### config.mk
export PLATFORM = sky130hd
export DESIGN_NAME = vx_exec
export DESIGN_NICKNAME = d
export VERILOG_FILES = /design/src/rtl/vx_pkg.sv /design/src/rtl/vx_ctrl.sv /design/src/rtl/vx_lane.sv /design/src/rtl/vx_reduce.sv /design/src/rtl/vx_exec.sv
export SDC_FILE = /design/constraint.sdc
export NUM_CORES = 1
export LEC_CHECK = 0
export BUFFER_PORTS_ARGS = -buffer_cell sky130_fd_sc_hd__buf_2
export CAP_MARGIN = 20
export CORE_ASPECT_RATIO = 0.7
export CORE_MARGIN = 4
export CORE_UTILIZATION = 40
export CTS_CLUSTER_DIAMETER = 120
export CTS_CLUSTER_SIZE = 40
export DETAILED_ROUTE_END_ITERATION = 12
export PLACE_DENSITY_LB_ADDON = 0.2
export SLEW_MARGIN = 5
export SYNTH_ARGS = -nofsm -noshare
export SYNTH_HDL_FRONTEND = slang
export SYNTH_SLANG_ARGS = --single-unit
### constraint.sdc
create_clock -name clk -period 29.3 [get_ports clk]
set_input_delay 1.465 -clock clk [delete_from_list [all_inputs] [get_ports clk]]
set_output_delay 1.465 -clock clk [all_outputs]
set_load 0.02 [all_outputs]
### src/rtl/vx_pkg.sv
package vx_pkg;

    typedef enum logic [2:0] {
        OP_ADD = 3'd0,
        OP_MUL = 3'd1,
        OP_CMP = 3'd2,
        OP_SUM = 3'd3,
        OP_DOT = 3'd4
    } vx_op_e;

    typedef enum logic [1:0] {
        S_IDLE = 2'd0,
        S_RUN  = 2'd1,
        S_FIN  = 2'd2
    } vx_state_e;

endpackage

### src/rtl/vx_ctrl.sv
module vx_ctrl
    import vx_pkg::*;
#(
    parameter int NUM_ELEM = 64,
    parameter int LEN_W    = 7,
    parameter int IDX_W    = 6
) (
    input  logic             clk,
    input  logic             rst_n,
    input  logic             start,
    input  logic [2:0]       op_code,
    input  logic [LEN_W-1:0] len_a,
    input  logic [LEN_W-1:0] len_b,
    input  logic             pad_invalid,
    output logic             launch,
    output logic             run,
    output logic             busy,
    output logic             done,
    output logic [IDX_W-1:0] idx,
    output vx_op_e           op_q,
    output logic             pad_q,
    output logic [LEN_W-1:0] len_a_q,
    output logic [LEN_W-1:0] len_b_q,
    output logic [LEN_W-1:0] len_n_q
);

    localparam logic [LEN_W-1:0] MAX_LEN = LEN_W'(NUM_ELEM);

    vx_state_e        state, state_nx;
    logic [LEN_W-1:0] a_cl, b_cl, n_cl;
    logic             last;

    // length clamping and run length as the larger source
    always_comb begin
        a_cl = (len_a > MAX_LEN) ? MAX_LEN : len_a;
        b_cl = (len_b > MAX_LEN) ? MAX_LEN : len_b;
        n_cl = (a_cl > b_cl) ? a_cl : b_cl;
    end

    // output decode
    always_comb begin
        launch = (state == S_IDLE) && start;
        run    = (state == S_RUN);
        busy   = (state != S_IDLE);
        done   = (state == S_FIN);
        last   = (LEN_W'(idx) == len_n_q - LEN_W'(1));
    end

    // next-state logic
    always_comb begin
        state_nx = state;
        unique case (state)
            S_IDLE: if (start) state_nx = (n_cl == '0) ? S_FIN : S_RUN;
            S_RUN:  if (last)  state_nx = S_FIN;
            S_FIN:  state_nx = S_IDLE;
            default: state_nx = S_IDLE;
        endcase
    end

    // state register
    always_ff @(posedge clk or negedge rst_n) begin
        if (!rst_n) state <= S_IDLE;
        else        state <= state_nx;
    end

    // instruction latch and element index
    always_ff @(posedge clk or negedge rst_n) begin
        if (!rst_n) begin
            idx     <= '0;
            op_q    <= OP_ADD;
            pad_q   <= 1'b0;
            len_a_q <= '0;
            len_b_q <= '0;
            len_n_q <= '0;
        end else if (launch) begin
            idx     <= '0;
            op_q    <= vx_op_e'(op_code);
            pad_q   <= pad_invalid;
            len_a_q <= a_cl;
            len_b_q <= b_cl;
            len_n_q <= n_cl;
        end else if (run && !last) begin
            idx <= idx + IDX_W'(1);
        end
    end

    // done follows the last element by exactly one cycle
    a_r9_done_after_last: assert property (@(posedge clk) disable iff (!rst_n)
        (state == S_RUN && last) |=> done);

    // one element per clock while running
    a_r9_idx_step: assert property (@(posedge clk) disable iff (!rst_n)
        (state == S_RUN && !last) |=> (idx == $past(idx) + IDX_W'(1)));

    // an instruction in flight cannot be replaced
    a_r11_start_ignored: assert property (@(posedge clk) disable iff (!rst_n)
        (state != S_IDLE) |=> ($stable(op_q) && $stable(len_n_q) && $stable(pad_q)));

    // latched run length never exceeds the vector size
    a_r10_len_clamped: assert property (@(posedge clk) disable iff (!rst_n)
        busy |-> (len_n_q <= MAX_LEN));

endmodule

### src/rtl/vx_lane.sv
module vx_lane
    import vx_pkg::*;
#(
    parameter int ELEM_W = 16,
    parameter int LEN_W  = 7,
    parameter int IDX_W  = 6
) (
    input  logic [IDX_W-1:0]         idx,
    input  logic [LEN_W-1:0]         len_a_q,
    input  logic [LEN_W-1:0]         len_b_q,
    input  logic                     pad_q,
    input  vx_op_e                   op_q,
    input  logic [ELEM_W-1:0]        rd_a_data,
    input  logic                     rd_a_inv,
    input  logic [ELEM_W-1:0]        rd_b_data,
    input  logic                     rd_b_inv,
    output logic signed [ELEM_W-1:0] a_val,
    output logic signed [ELEM_W-1:0] b_val,
    output logic                     a_bad,
    output logic                     b_bad,
    output logic signed [2*ELEM_W-1:0] prod,
    output logic [ELEM_W-1:0]        elem_res,
    output logic                     elem_inv,
    output logic                     lt_bit
);

    logic a_in, b_in;

    always_comb begin
        a_in  = (LEN_W'(idx) < len_a_q);
        b_in  = (LEN_W'(idx) < len_b_q);
        a_val = a_in ? rd_a_data : '0;
        b_val = b_in ? rd_b_data : '0;
        // padding policy: invalid marks exist only in invalid-fill mode
        a_bad = pad_q && (!a_in || rd_a_inv);
        b_bad = pad_q && (!b_in || rd_b_inv);
        prod  = a_val * b_val;
        if (op_q == OP_MUL) elem_res = prod[ELEM_W-1:0];
        else                elem_res = a_val + b_val;
        elem_inv = a_bad || b_bad;
        lt_bit   = !(a_bad || b_bad) && (a_val < b_val);
    end

endmodule

### src/rtl/vx_reduce.sv
module vx_reduce
    import vx_pkg::*;
#(
    parameter int NUM_ELEM = 64,
    parameter int ELEM_W   = 16,
    parameter int ACC_W    = 32,
    parameter int SC_W     = 64,
    parameter int IDX_W    = 6
) (
    input  logic                       clk,
    input  logic                       rst_n,
    input  logic                       launch,
    input  logic                       run,
    input  vx_op_e                     op_q,
    input  logic [IDX_W-1:0]           idx,
    input  logic signed [ELEM_W-1:0]   a_val,
    input  logic signed [2*ELEM_W-1:0] prod,
    input  logic                       a_bad,
    input  logic                       b_bad,
    input  logic                       lt_bit,
    output logic [SC_W-1:0]            scalar,
    output logic                       scalar_inv
);

    logic signed [ACC_W-1:0] acc, term_sum, term_dot;
    logic signed [SC_W-1:0]  acc_ext;
    logic [NUM_ELEM-1:0]     mask;
    logic                    taint;

    always_comb begin
        term_sum = ACC_W'(a_val);
        term_dot = ACC_W'(prod);
        acc_ext  = SC_W'(acc);
    end

    always_ff @(posedge clk or negedge rst_n) begin
        if (!rst_n) begin
            acc   <= '0;
            taint <= 1'b0;
        end else if (launch) begin
            acc   <= '0;
            taint <= 1'b0;
        end else if (run) begin
            if (op_q == OP_SUM) begin
                acc   <= acc + term_sum;
                taint <= taint | a_bad;
            end else if (op_q == OP_DOT) begin
                acc   <= acc + term_dot;
                taint <= taint | a_bad | b_bad;
            end
        end
    end

    // one flop per mask position
    for (genvar g = 0; g < NUM_ELEM; g++) begin : g_mask
        logic bit_q;
        always_ff @(posedge clk or negedge rst_n) begin
            if (!rst_n)
                bit_q <= 1'b0;
            else if (launch)
                bit_q <= 1'b0;
            else if (run && op_q == OP_CMP && idx == IDX_W'(g))
                bit_q <= lt_bit;
        end
        assign mask[g] = bit_q;
    end

    always_comb begin
        scalar     = '0;
        scalar_inv = 1'b0;
        if (op_q == OP_CMP) begin
            scalar = SC_W'(mask);
        end else if (op_q == OP_SUM || op_q == OP_DOT) begin
            scalar     = acc_ext;
            scalar_inv = taint;
        end
    end

    // accumulator only moves during a running reduction
    a_r6_acc_hold: assert property (@(posedge clk) disable iff (!rst_n)
        (!launch && !(run && (op_q == OP_SUM || op_q == OP_DOT))) |=> $stable(acc));

    // the mask only changes for a compare or a new launch
    a_r5_mask_only_cmp: assert property (@(posedge clk) disable iff (!rst_n)
        (!launch && op_q != OP_CMP) |=> $stable(mask));

endmodule

### src/rtl/vx_exec.sv
module vx_exec
    import vx_pkg::*;
#(
    parameter int NUM_ELEM = 64,
    parameter int ELEM_W   = 16,
    parameter int ACC_W    = 32,
    localparam int LEN_W   = $clog2(NUM_ELEM + 1),
    localparam int IDX_W   = $clog2(NUM_ELEM),
    localparam int SC_W    = (NUM_ELEM > ACC_W) ? NUM_ELEM : ACC_W
) (
    input  logic              clk,
    input  logic              rst_n,
    input  logic              start,
    input  logic [2:0]        op_code,
    input  logic [LEN_W-1:0]  len_a,
    input  logic [LEN_W-1:0]  len_b,
    input  logic              pad_invalid,
    output logic [IDX_W-1:0]  rd_idx,
    input  logic [ELEM_W-1:0] rd_a_data,
    input  logic              rd_a_inv,
    input  logic [ELEM_W-1:0] rd_b_data,
    input  logic              rd_b_inv,
    output logic              wr_en,
    output logic [IDX_W-1:0]  wr_idx,
    output logic [ELEM_W-1:0] wr_data,
    output logic              wr_inv,
    output logic [SC_W-1:0]   scalar_out,
    output logic              scalar_inv,
    output logic              busy,
    output logic              done
);

    logic                       launch, run, pad_q, a_bad, b_bad, elem_inv, lt_bit;
    logic [IDX_W-1:0]           idx;
    vx_op_e                     op_q;
    logic [LEN_W-1:0]           len_a_q, len_b_q, len_n_q;
    logic signed [ELEM_W-1:0]   a_val, b_val;
    logic signed [2*ELEM_W-1:0] prod;
    logic [ELEM_W-1:0]          elem_res;

    vx_ctrl #(.NUM_ELEM(NUM_ELEM), .LEN_W(LEN_W), .IDX_W(IDX_W)) u_ctrl (
        .clk(clk), .rst_n(rst_n), .start(start), .op_code(op_code),
        .len_a(len_a), .len_b(len_b), .pad_invalid(pad_invalid),
        .launch(launch), .run(run), .busy(busy), .done(done), .idx(idx),
        .op_q(op_q), .pad_q(pad_q), .len_a_q(len_a_q), .len_b_q(len_b_q),
        .len_n_q(len_n_q)
    );

    vx_lane #(.ELEM_W(ELEM_W), .LEN_W(LEN_W), .IDX_W(IDX_W)) u_lane (
        .idx(idx), .len_a_q(len_a_q), .len_b_q(len_b_q), .pad_q(pad_q),
        .op_q(op_q), .rd_a_data(rd_a_data), .rd_a_inv(rd_a_inv),
        .rd_b_data(rd_b_data), .rd_b_inv(rd_b_inv), .a_val(a_val),
        .b_val(b_val), .a_bad(a_bad), .b_bad(b_bad), .prod(prod),
        .elem_res(elem_res), .elem_inv(elem_inv), .lt_bit(lt_bit)
    );

    vx_reduce #(.NUM_ELEM(NUM_ELEM), .ELEM_W(ELEM_W), .ACC_W(ACC_W),
                .SC_W(SC_W), .IDX_W(IDX_W)) u_reduce (
        .clk(clk), .rst_n(rst_n), .launch(launch), .run(run), .op_q(op_q),
        .idx(idx), .a_val(a_val), .prod(prod), .a_bad(a_bad), .b_bad(b_bad),
        .lt_bit(lt_bit), .scalar(scalar_out), .scalar_inv(scalar_inv)
    );

    always_comb begin
        rd_idx  = idx;
        wr_en   = run && (op_q == OP_ADD || op_q == OP_MUL);
        wr_idx  = idx;
        wr_data = elem_res;
        wr_inv  = elem_inv;
    end

    // writes never land beyond the run length
    a_r1_wr_in_range: assert property (@(posedge clk) disable iff (!rst_n)
        wr_en |-> (LEN_W'(wr_idx) < len_n_q));

    // zero-pad mode never produces an invalid element
    a_r3_zero_mode_clean: assert property (@(posedge clk) disable iff (!rst_n)
        (wr_en && !pad_q) |-> !wr_inv);

    // compare mask is clear at and above the run length
    a_r5_mask_clean: assert property (@(posedge clk) disable iff (!rst_n)
        (done && op_q == OP_CMP) |-> ((scalar_out >> len_n_q) == '0));

    // done is a single-cycle pulse
    a_r9_done_pulse: assert property (@(posedge clk) disable iff (!rst_n)
        done |=> !done);

endmodule

# --- Yosys cells after proc, flatten, opt, wreduce, memory -nomap -nowiden ---
# Cells that the tools add are included.
# Widths: inputs -> output; s select.
totals:
  out_inout_bits: 97
  input_bits: 55
  ff_bits: 130
  elab_cells: 465
classes:
  bitwise: 2
  n_reduce_logical: 154
  muxes: 152
  eq_ne: 72
  n_lt_le_gt_ge: 6
  n_addsub: 5
  n_mul: 1
ops:
  columns: ["op", "n"]
  rows:
  - ["$eq 6x6->1 const B", 32]
  - ["$mux 1", 134]
  - ["$reduce_bool 2->1", 67]
  - ["$mux 32", 4]
  - ["$mux 64", 2]
  - ["$eq 6x5->1 const B", 16]
  - ["$logic_and 1x1->1", 71]
  - ["$eq 6x4->1 const B", 8]
  - ["$mux 16", 3]
  - ["$add 32x16->32", 1]
  - ["$add 32x32->32", 1]
  - ["$mul 16x16->32", 1]
  - ["$eq 6x3->1 const B", 4]
  - ["$mux 7", 3]
  - ["$add 16x16->16", 1]
  - ["$lt 16x16->1", 1]
  - ["$gt 7x7->1 const B", 2]
  - ["$lt 6x7->1", 2]
  - ["$eq 6x2->1 const B", 2]
  - ["$mux 6", 2]
  - ["$eq 6x7->1", 1]
  - ["$gt 7x7->1", 1]
  - ["$logic_not 7->1", 1]
  - ["$sub 7x1->7 const B", 1]
  - ["other kinds (19)", 31]

# --- Depth between registers and ports, before layout ---
# Gate-level depths: netlist of run 1.
logic_depth:
  ltp_word: 10
  depth_mapped: 45
  mapped_depth_nobuf: 43

# --- Hierarchy ---
# A second synthesis of run 1 with hierarchy kept.
unflattened:
  cells_unflattened: 2468
  hier_area_um2: 20253.2
modules_own_cells:
  columns: ["module", "cells_per_inst", "area_each_um2", "seq_area_each_um2", "n_inst"]
  rows:
  - ["vx_lane", 1349, 11252.0, 0.0, 1]
  - ["vx_reduce", 897, 7071.8, 2427.3, 1]
  - ["vx_ctrl", 215, 1871.8, 825.8, 1]
  - ["vx_exec", 7, 57.6, 0.0, 1]

# --- Least setup slack after synthesis of run 1 ---
# Ideal clock, no wire load.
synth_timing:
  path_type: "register to register"
  start: "register u_ctrl.idx[1]"
  end: "register u_reduce.acc[31]"
  path_slack_ps: 19878
  stages_incl_launch_ff: 43
  setup_time_ps: 79
  t_arrival_ps: 9343
  synth_period_minus_slack_ps: 9422
  t_required_ps: 29221
  n_path_buf: 2
  path_cell_list: "dfrtp_1 -> ha_1 -> a2111oi_0 -> o22a_2 -> clkbuf_1 -> nand2_1 -> inv_2 -> clkbuf_1 -> ha_1 -> inv_1 -> fa_1 -> inv_1 -> fa_1 -> inv_1 -> fa_1 -> inv_1 -> fa_1 -> fa_1 -> [... 7 more ...] -> nor2_1 -> a21oi_1 -> a21oi_1 -> or3_1 -> nand3_1 -> nand2_1 -> ha_1 -> and3_1 -> and3_1 -> nand2_1 -> or4_1 -> o32ai_2 -> o41ai_2 -> o21ai_1 -> a31oi_1 -> xnor2_1 -> nor2_2 -> mux2i_1"
synth_between:
  elab_chain_len: 8
  word_cells_on_any_way: 11
  classes_between: "2 x add/sub; 1 x mul; 2 x order compare; 6 x mux"
synth_rtl:
  columns: ["item", "line", "text"]
  rows:
  - ["start, declared", "vx_ctrl.sv:19", "output logic [IDX_W-1:0] idx,"]
  - ["start signal, assigned", "vx_ctrl.sv:83", "idx <= idx + IDX_W'(1);"]
  - ["$lt 6x7->1 (on tied branches)", "vx_lane.sv:30, vx_lane.sv:31", null]
  - ["$mux 16 (on tied branches)", "vx_lane.sv:32, vx_lane.sv:33", null]
  - ["$mul 16x16->32", "vx_lane.sv:37", "prod = a_val * b_val;"]
  - ["$add 32x32->32", "vx_reduce.sv:48", "acc <= acc + term_dot;"]
  - ["$mux 32", "vx_reduce.sv:47", "end else if (op_q == OP_DOT) begin"]
  - ["$mux 32 (*)", "vx_reduce.sv:44", "if (op_q == OP_SUM) begin"]
  - ["$mux 32 (*)", "vx_reduce.sv:43", "end else if (run) begin"]
  - ["$mux 32 (*)", "vx_reduce.sv:40", "end else if (launch) begin"]
  - ["end signal, assigned", "vx_reduce.sv:45", "acc <= acc + term_sum;"]
  - ["end signal, assigned", "vx_reduce.sv:48", null]
  - ["end, declared", "vx_reduce.sv:25", "logic signed [ACC_W-1:0] acc, term_sum, term_dot;"]
# Mark *: on every way between the ends. The rest lies on a longest branch, timed or not. The select of a mux whose other input is x is not followed.
# A chain may end at the register's enable or synchronous reset.

# --- Worst setup path after layout of run 1 ---
layout_timing:
  start: "register u_ctrl.idx[3]"
  end: "register u_reduce.acc[31]"
# The elaborated chain is that of the path after synthesis.

==> results of run 1 <==
-- Yosys cell counts (5+ instances only) --
cell type	number	area [um2]
a211oi_1	8	60.1
a21o_1	61	458
a21oi_1	77	385
a22o_1	31	272
a31oi_1	5	31.3
and2_1	29	181
and3_1	14	87.6
buf_2	8	40.0
buf_4	8	60.1
clkbuf_1	83	312
clkinv_1	13	48.8
dfrtp_1	130	3250
fa_1	264	5290
ha_1	167	2090
inv_1	364	1370
mux2i_1	11	110
nand2_1	279	1050
nand2b_1	15	93.8
nand3_1	121	606
nand4_1	5	31.3
nor2_1	192	721
nor2b_1	26	163
nor3_1	23	115
o21a_1	11	82.6
o21ai_0	89	445
o21ai_1	92	460
o21bai_1	11	82.6
o31ai_1	6	45.0
or3_1	9	56.3
xnor2_1	47	412
xor2_1	36	315
-- worst max-delay path, delay by kind of cell (launching register included) --
| family | cells | cell delay (ns) |
|---|---|---|
| adder cells (fa/ha/maj) | 10 | 4.41 |
| buffers and inverters | 6 | 1.02 |
| multiplexers | 1 | 0.21 |
| AND/OR/NAND/NOR | 8 | 1.64 |
| AO/OA/AOI/OAI | 14 | 2.98 |
| flip-flops | 1 | 0.67 |
| XOR/XNOR | 1 | 0.10 |
-- final timing paths --
path / to / slack (ns) / depth (start not counted)
max reg2reg: u_reduce.acc[31] / 18.17 / 40
min: u_ctrl.len_b_q[1] / 0.49 / 2
max: u_reduce.acc[31] / 18.17 / 40
min in group asynchronous: u_ctrl.len_n_q[6] / 1.06 / 1
max in group asynchronous: u_reduce.g_mask[53].bit_q / 26.92 / 3
min reg2reg: u_ctrl.len_b_q[1] / 0.49 / 2
-- per-layer routing --
metal | up-vias | global-route usage | share of wire | wire length (um)
met5 | - | 0 | 0 | 0
met3 | 47 | 0.0503 | 0.069 | 4210
met2 | 490 | 0.361 | 0.44 | 26800
li1 | 7581 | - | - | -
met1 | 8153 | 0.362 | 0.48 | 29500
met4 | 0 | 0.0366 | 0.014 | 842
-- registers in the layout (all words and copies together) (netlist names) --
name / flops
u_reduce.g_mask.bit_q: 64
u_ctrl.idx: 6
u_ctrl.op_q: 3
u_ctrl.state: 2
u_reduce.acc: 32
u_ctrl.len_n_q: 7
u_ctrl.pad_q: 1
u_ctrl.len_b_q: 7
u_reduce.taint: 1
u_ctrl.len_a_q: 7
-- layout by cell type, fill, tap and decap left out, drive strengths merged, types with 77 or more instances in the layout --
master / count
ha: 167
nor2: 193
buf: 175
nand3: 121
nand2: 279
fa: 264
dfrtp: 130
a21oi: 77
o21ai: 181
inv: 367
-- cell families (layout without fill, tap and decap cells) --
kind of cell / after synthesis / count (layout) / share of synthesized area
simple gates: 736 / 736 / 0.170
buf+inv: 484 / 586 / 0.0965
fa+ha+maj: 431 / 431 / 0.382
compound gates: 428 / 428 / 0.140
flops: 130 / 130 / 0.168
xor+xnor: 83 / 83 / 0.0376
mux: 11 / 11 / 0.00570
-- through the flow --
stage               hold WS (ns)  std cells  utilization  setup slack [ns]  instance area [um2]
detailed placement         0.484       2993        0.431             18.41                20600
CTS                        0.496       3024        0.444             18.28                21200
finish                     0.493       3026        0.445             18.17                21300
global route               0.517       3026        0.445             17.64                21300
floorplan                  0.440       2303            -             19.88                19300
global placement           0.473       2993        0.431             18.41                20600
-- layout make-up --
type	count	area (um2)
Sequential cell	130	3250
Multi-Input combinational cell	1689	14200
Clock buffer	21	460
Timing Repair Buffer	175	963
Clock inverter	10	158
Fill cell	4842	26500
Tap cell	621	777
Inverter	380	1430
==> flow_summary.json, run 1 <==
{
  "clk_pin_slew_ns": 0.06,
  "grt_first_pass_wirelength_um": 96200,
  "core.rowCount": 67,
  "fp.dieH_um": 192,
  "drc": 0,
  "numCtsBuffers": 17,
  "async_flop_share": 1.00,
  "core_mm2": 0.0478,
  "syn_inst": 2303,
  "hp-class": "register to register",
  "finalNetCount": 2879,
  "dpl.hpwl_um": 49600,
  "relSlewSlack": 0.336,
  "dr.pass1.iters": 5,
  "viasPerCell": 5.38,
  "ys.flop_type": "dfrtp_1",
  "first_global_vias": 16100,
  "max_cap_viol_count": 0,
  "path_class": "register to register",
  "drt_iter0_drc": 1412,
  "final_antenna_net_count": 0,
  "drv_slew": 0,
  "path_common_cell": "fa_1",
  "crit_fanout": 17,
  "period_minus_slack_ns": 11.13,
  "antenna_found_initial": 1,
  "r2r-start": "u_ctrl.idx[3]",
  "grt_max_degree": 82,
  "n_antenna_cell": 0,
  "end_kind": "register",
  "synth_cell_types": 71,
  "avgSynthCellArea_um2": 8.39,
  "synthesis.nets": 2789,
  "initial_core_util": 0.404,
  "cts_sinks": 130,
  "ys_ff_latch": 130,
  "cp.arrival_ns": 11.47,
  "period_share": 0.380,
  "crit_start": "u_ctrl.idx[3]",
  "finClkSkew_ns": 0.00942,
  "max_freq_ghz": 0.0898,
  "outcome": "finished, final reports clean",
  "cts_tree": "yes",
  "synth_warnings": 0,
  "hp-start": "u_ctrl.len_b_q[1]",
  "clk_latency_ns": 0.43,
  "vias": 16300,
  "totalWireLength_um": 61400,
  "syn-cell-area_mm2": 0.0193,
  "drive_above_1_share": 0.0936,
  "htreeDepth": 4,
  "critPathLaunchType": "register",
  "critPathSlowestCell": "dfrtp_1",
  "rsz0062_at_grt": "no",
  "fp.dieW_um": 271,
  "cts_hold_buf": 0,
  "post_cts_resized": 0,
  "track_usage": 0.240,
  "gp_congestion": 0.940,
  "clock_path_buffers": 2,
  "io_pins": 152,
  "post_drt_wl_per_cell_um": 20.3,
  "overflow": 0,
  "finalSetupTns_ns": 0,
  "port-buffer-count": 151,
  "synth-edff-count": 0,
  "die-area_mm2": 0.0519,
  "ys_seq_area_frac": 0.168,
  "hold_violations": 0,
  "setup_viol": 0,
  "max_stage_delay_ns": 0.67,
  "root_buffer": "clkbuf_16",
  "tightest_slew_ns": 0.996,
  "required_ns": 29.64,
  "postCtsSetupRepairBufs": 0,
  "syn_to_final_growth_pct": 10.0
}
Power of run 1 is left out: the tool's default activity adds up to more than one toggle a clock period on the data nets, which glitch-free logic cannot reach.
==> run 2: changes to the inputs <==
--- a/config.mk
+++ b/config.mk
@@ -5,6 +5,7 @@
 export SDC_FILE = /design/constraint.sdc
 export NUM_CORES = 1
 export LEC_CHECK = 0
+export ABC_AREA = 1
 export BUFFER_PORTS_ARGS = -buffer_cell sky130_fd_sc_hd__buf_2
 export CAP_MARGIN = 20
 export CORE_ASPECT_RATIO = 0.7
==> constraint.sdc (replaced) <==
create_clock -name clk -period 9.8 [get_ports clk]
set_input_delay 0.49 -clock clk [delete_from_list [all_inputs] [get_ports clk]]
set_output_delay 0.49 -clock clk [all_outputs]
set_load 0.02 [all_outputs]
==> run 2 against run 1 <==
Effect of this change:
- via count rose by 19%
- global-route usage rose by 1.5 points
- wire length rose by 15%
- core utilization rose by 1.5 points
- critical path type unchanged
==> flow_summary.json, run 2 <==
{
  "drv_slew": 0,
  "gp_congestion": 1.10,
  "syn_inst": 2767,
  "final_common_cell": "nand2_1",
  "cp.arrival_ns": 9.78,
  "p_total_mw": 1.24,
  "period_minus_slack_ns": 9.46,
  "avgSynthCellArea_um2": 7.37,
  "io_pins": 152,
  "dpl.hpwl_um": 57400,
  "post_drt_wl_per_cell_um": 19.5,
  "fp.dieH_um": 197,
  "antenna_found_initial": 0,
  "hold_violations": 0,
  "ys_ff_latch": 130,
  "period_share": 0.965,
  "initial_core_util": 0.409,
  "max_stage_delay_ns": 0.71,
  "r2r_slack_ns": 0.34,
  "top_regs": "u_reduce.g_mask.bit_q: 64 flops, u_reduce.acc: 32 flops",
  "required_ns": 10.12,
  "cts_sinks": 130,
  "seqPwrFrac": 0.436,
  "vias": 19300,
  "crit_fanout": 13,
  "final_antenna_net_count": 0,
  "grt_first_pass_wirelength_um": 109000,
  "drive_above_1_share": 0.109,
  "port-buffer-count": 151,
  "tightest_slew_ns": 1.16,
  "setup_viol": 0,
  "core_mm2": 0.0499,
  "clk_pin_slew_ns": 0.06,
  "drc": 0,
  "combPwrFrac": 0.037,
  "cellLeakagePower_nw": 12.6,
  "htreeDepth": 4,
  "outcome": "finished, final reports clean",
  "critPathLaunchType": "register",
  "peakVddDrop_mv": 0.114,
  "track_usage": 0.255,
  "netlist_top_cells_count": "nand2_1 (686), inv_1 (516), fa_1 (264), nor2_1 (249)",
  "die-area_mm2": 0.0547,
  "drt_iter0_drc": 1888,
  "clk_latency_ns": 0.43,
  "n_antenna_cell": 0,
  "power.switching_mw": 0.285,
  "overflow": 0,
  "totalWireLength_um": 70400,
  "synth.top_cell.area_share": 0.259,
  "path_common_cell": "fa_1",
  "relSlewSlack": 0.225,
  "viasPerCell": 5.37,
  "grt_max_degree": 79,
  "core.rowCount": 68,
  "final_util": 0.459,
  "finalNetCount": 3414,
  "p_int_mw": 0.954,
  "synthesis.nets": 3253,
  "root_buffer": "clkbuf_16",
  "rsz0062_at_grt": "yes",
  "synthTopCellsByArea": "fa_1 (26%), dfrtp_1 (16%), nand2_1 (13%)",
  "p_sw_frac": 0.230,
  "p_per_area_mw_per_mm2": 54.1,
  "syn-cell-area_mm2": 0.0204,
  "finClkSkew_ns": 0.0125,
  "cts_tree": "yes",
  "fp.dieW_um": 278,
  "hp-class": "primary input to async pin",
  "max_cap_viol_count": 0,
  "largest_reg_flops": 64,
  "regMostFlops": "u_reduce.g_mask.bit_q",
  "cts_hold_buf": 0,
  "synth_cell_types": 47,
  "ys_seq_area_frac": 0.160,
  "clockPowerShare": 0.527,
  "synth-edff-count": 0,
  "numCtsBuffers": 17,
  "critPathSlowestCell": "o21ai_0",
  "clock_path_buffers": 2,
  "syn_to_final_growth_pct": 12.3,
  "path_class": "register to register",
  "async_flop_share": 1.00,
  "end_kind": "register",
  "dr.pass1.iters": 6,
  "ys.flop_type": "dfrtp_1",
  "final_cell_mix": "nand2_1 (680), inv_1 (513), fa_1 (263), nor2_1 (245), ha_1 (167)",
  "first_global_vias": 18600,
  "max_freq_ghz": 0.106,
  "synth_top_cell_by_area": "fa_1",
  "yosysMostFrequentCell": "nand2_1",
  "synth_warnings": 0
}
-- run 2: stage by stage --
step	instances	setup slack, ns	cell area (um2)	TNS, ns	hold WS [ns]
after CTS	3592	0.0462	22700	0	0.112
after floorplan	2767	1.61	20400	0	0.194
final	3606	0.338	22900	0	0.0677
after global placement	3559	-0.320	22000	-0.547	0.463
after global routing	3606	-0.0107	22900	-0.0121	0.152
after detailed placement	3559	-0.392	22000	-1.01	0.466
-- run 2: area by class of cell --
cell class,count,area [um2]
clock buffers,23,488
clock inverters,9,104
fillers,5116,27000
inverters,538,2050
multi-input cells,2015,14800
flip-flops and latches,130,3250
well taps,665,832
repair buffers,226,1360
-- run 2: critical path, delay by kind of cell, from the launching register on --
| kind | cells | cell delay (ns) |
|---|---|---|
| adders and majority gates | 9 | 4.14 |
| AOI/OAI and AO/OA | 4 | 1.72 |
| and+or+nand+nor | 11 | 1.59 |
| buffers and inverters | 7 | 0.91 |
| DFF | 1 | 0.51 |
| xor gates and xnor gates | 1 | 0.46 |
-- run 2: repair_timing --
| item | in CTS | in global routing |
|---|---|---|
| pin swaps | 0 | 2 |
| cloned | 0 | 0 |
| resized for setup | 6 | 29 |
| endpoints found under the setup margin | 4 | 13 |
| setup buffers | 1 | 13 |
-- run 2: power groups by stage --
stage | logic, mW | registers, mW | clock network, mW
after CTS | 0.0465 | 0.540 | 0.662
final | 0.0463 | 0.540 | 0.653
after floorplan | 0.0166 | 0.550 | 0
after global placement | 0.0454 | 0.550 | 0
after global routing | 0.0534 | 0.540 | 0.692
after detailed placement | 0.0462 | 0.550 | 0
-- run 2: kinds of logic after synthesis --
| kind of cell | Yosys count | synth area share |
|---|---|---|
| buf+inv | 622 | 0.119 |
| simple gates | 1136 | 0.233 |
| flops | 130 | 0.160 |
| fa+ha+maj | 431 | 0.362 |
| compound gates | 416 | 0.113 |
| xor+xnor | 32 | 0.0137 |
-- run 2: final timing paths --
path / start / to / depth (start not counted)
setup / recovery: u_ctrl.idx[3] / u_reduce.acc[17] / 32
hold / removal: rst_n / u_reduce.g_mask[45].bit_q / 1
setup reg to reg: u_ctrl.idx[3] / u_reduce.acc[17] / 32
hold reg to reg: u_reduce.g_mask[55].bit_q / u_reduce.g_mask[55].bit_q / 2
max in group asynchronous: rst_n / u_ctrl.idx[5] / 2
min in group clk: pad_invalid / u_ctrl.pad_q / 3
-- run 2: per-layer routing --
metal  vias up  GRT usage  wire length (um)
li1       8925          -                 -
met1      9449      0.390             32500
met2       866      0.353             28700
met3       104     0.0761              7470
met4         4     0.0531              1560
met5         -    0.00855               138
Power figures use the tool's default switching activity.
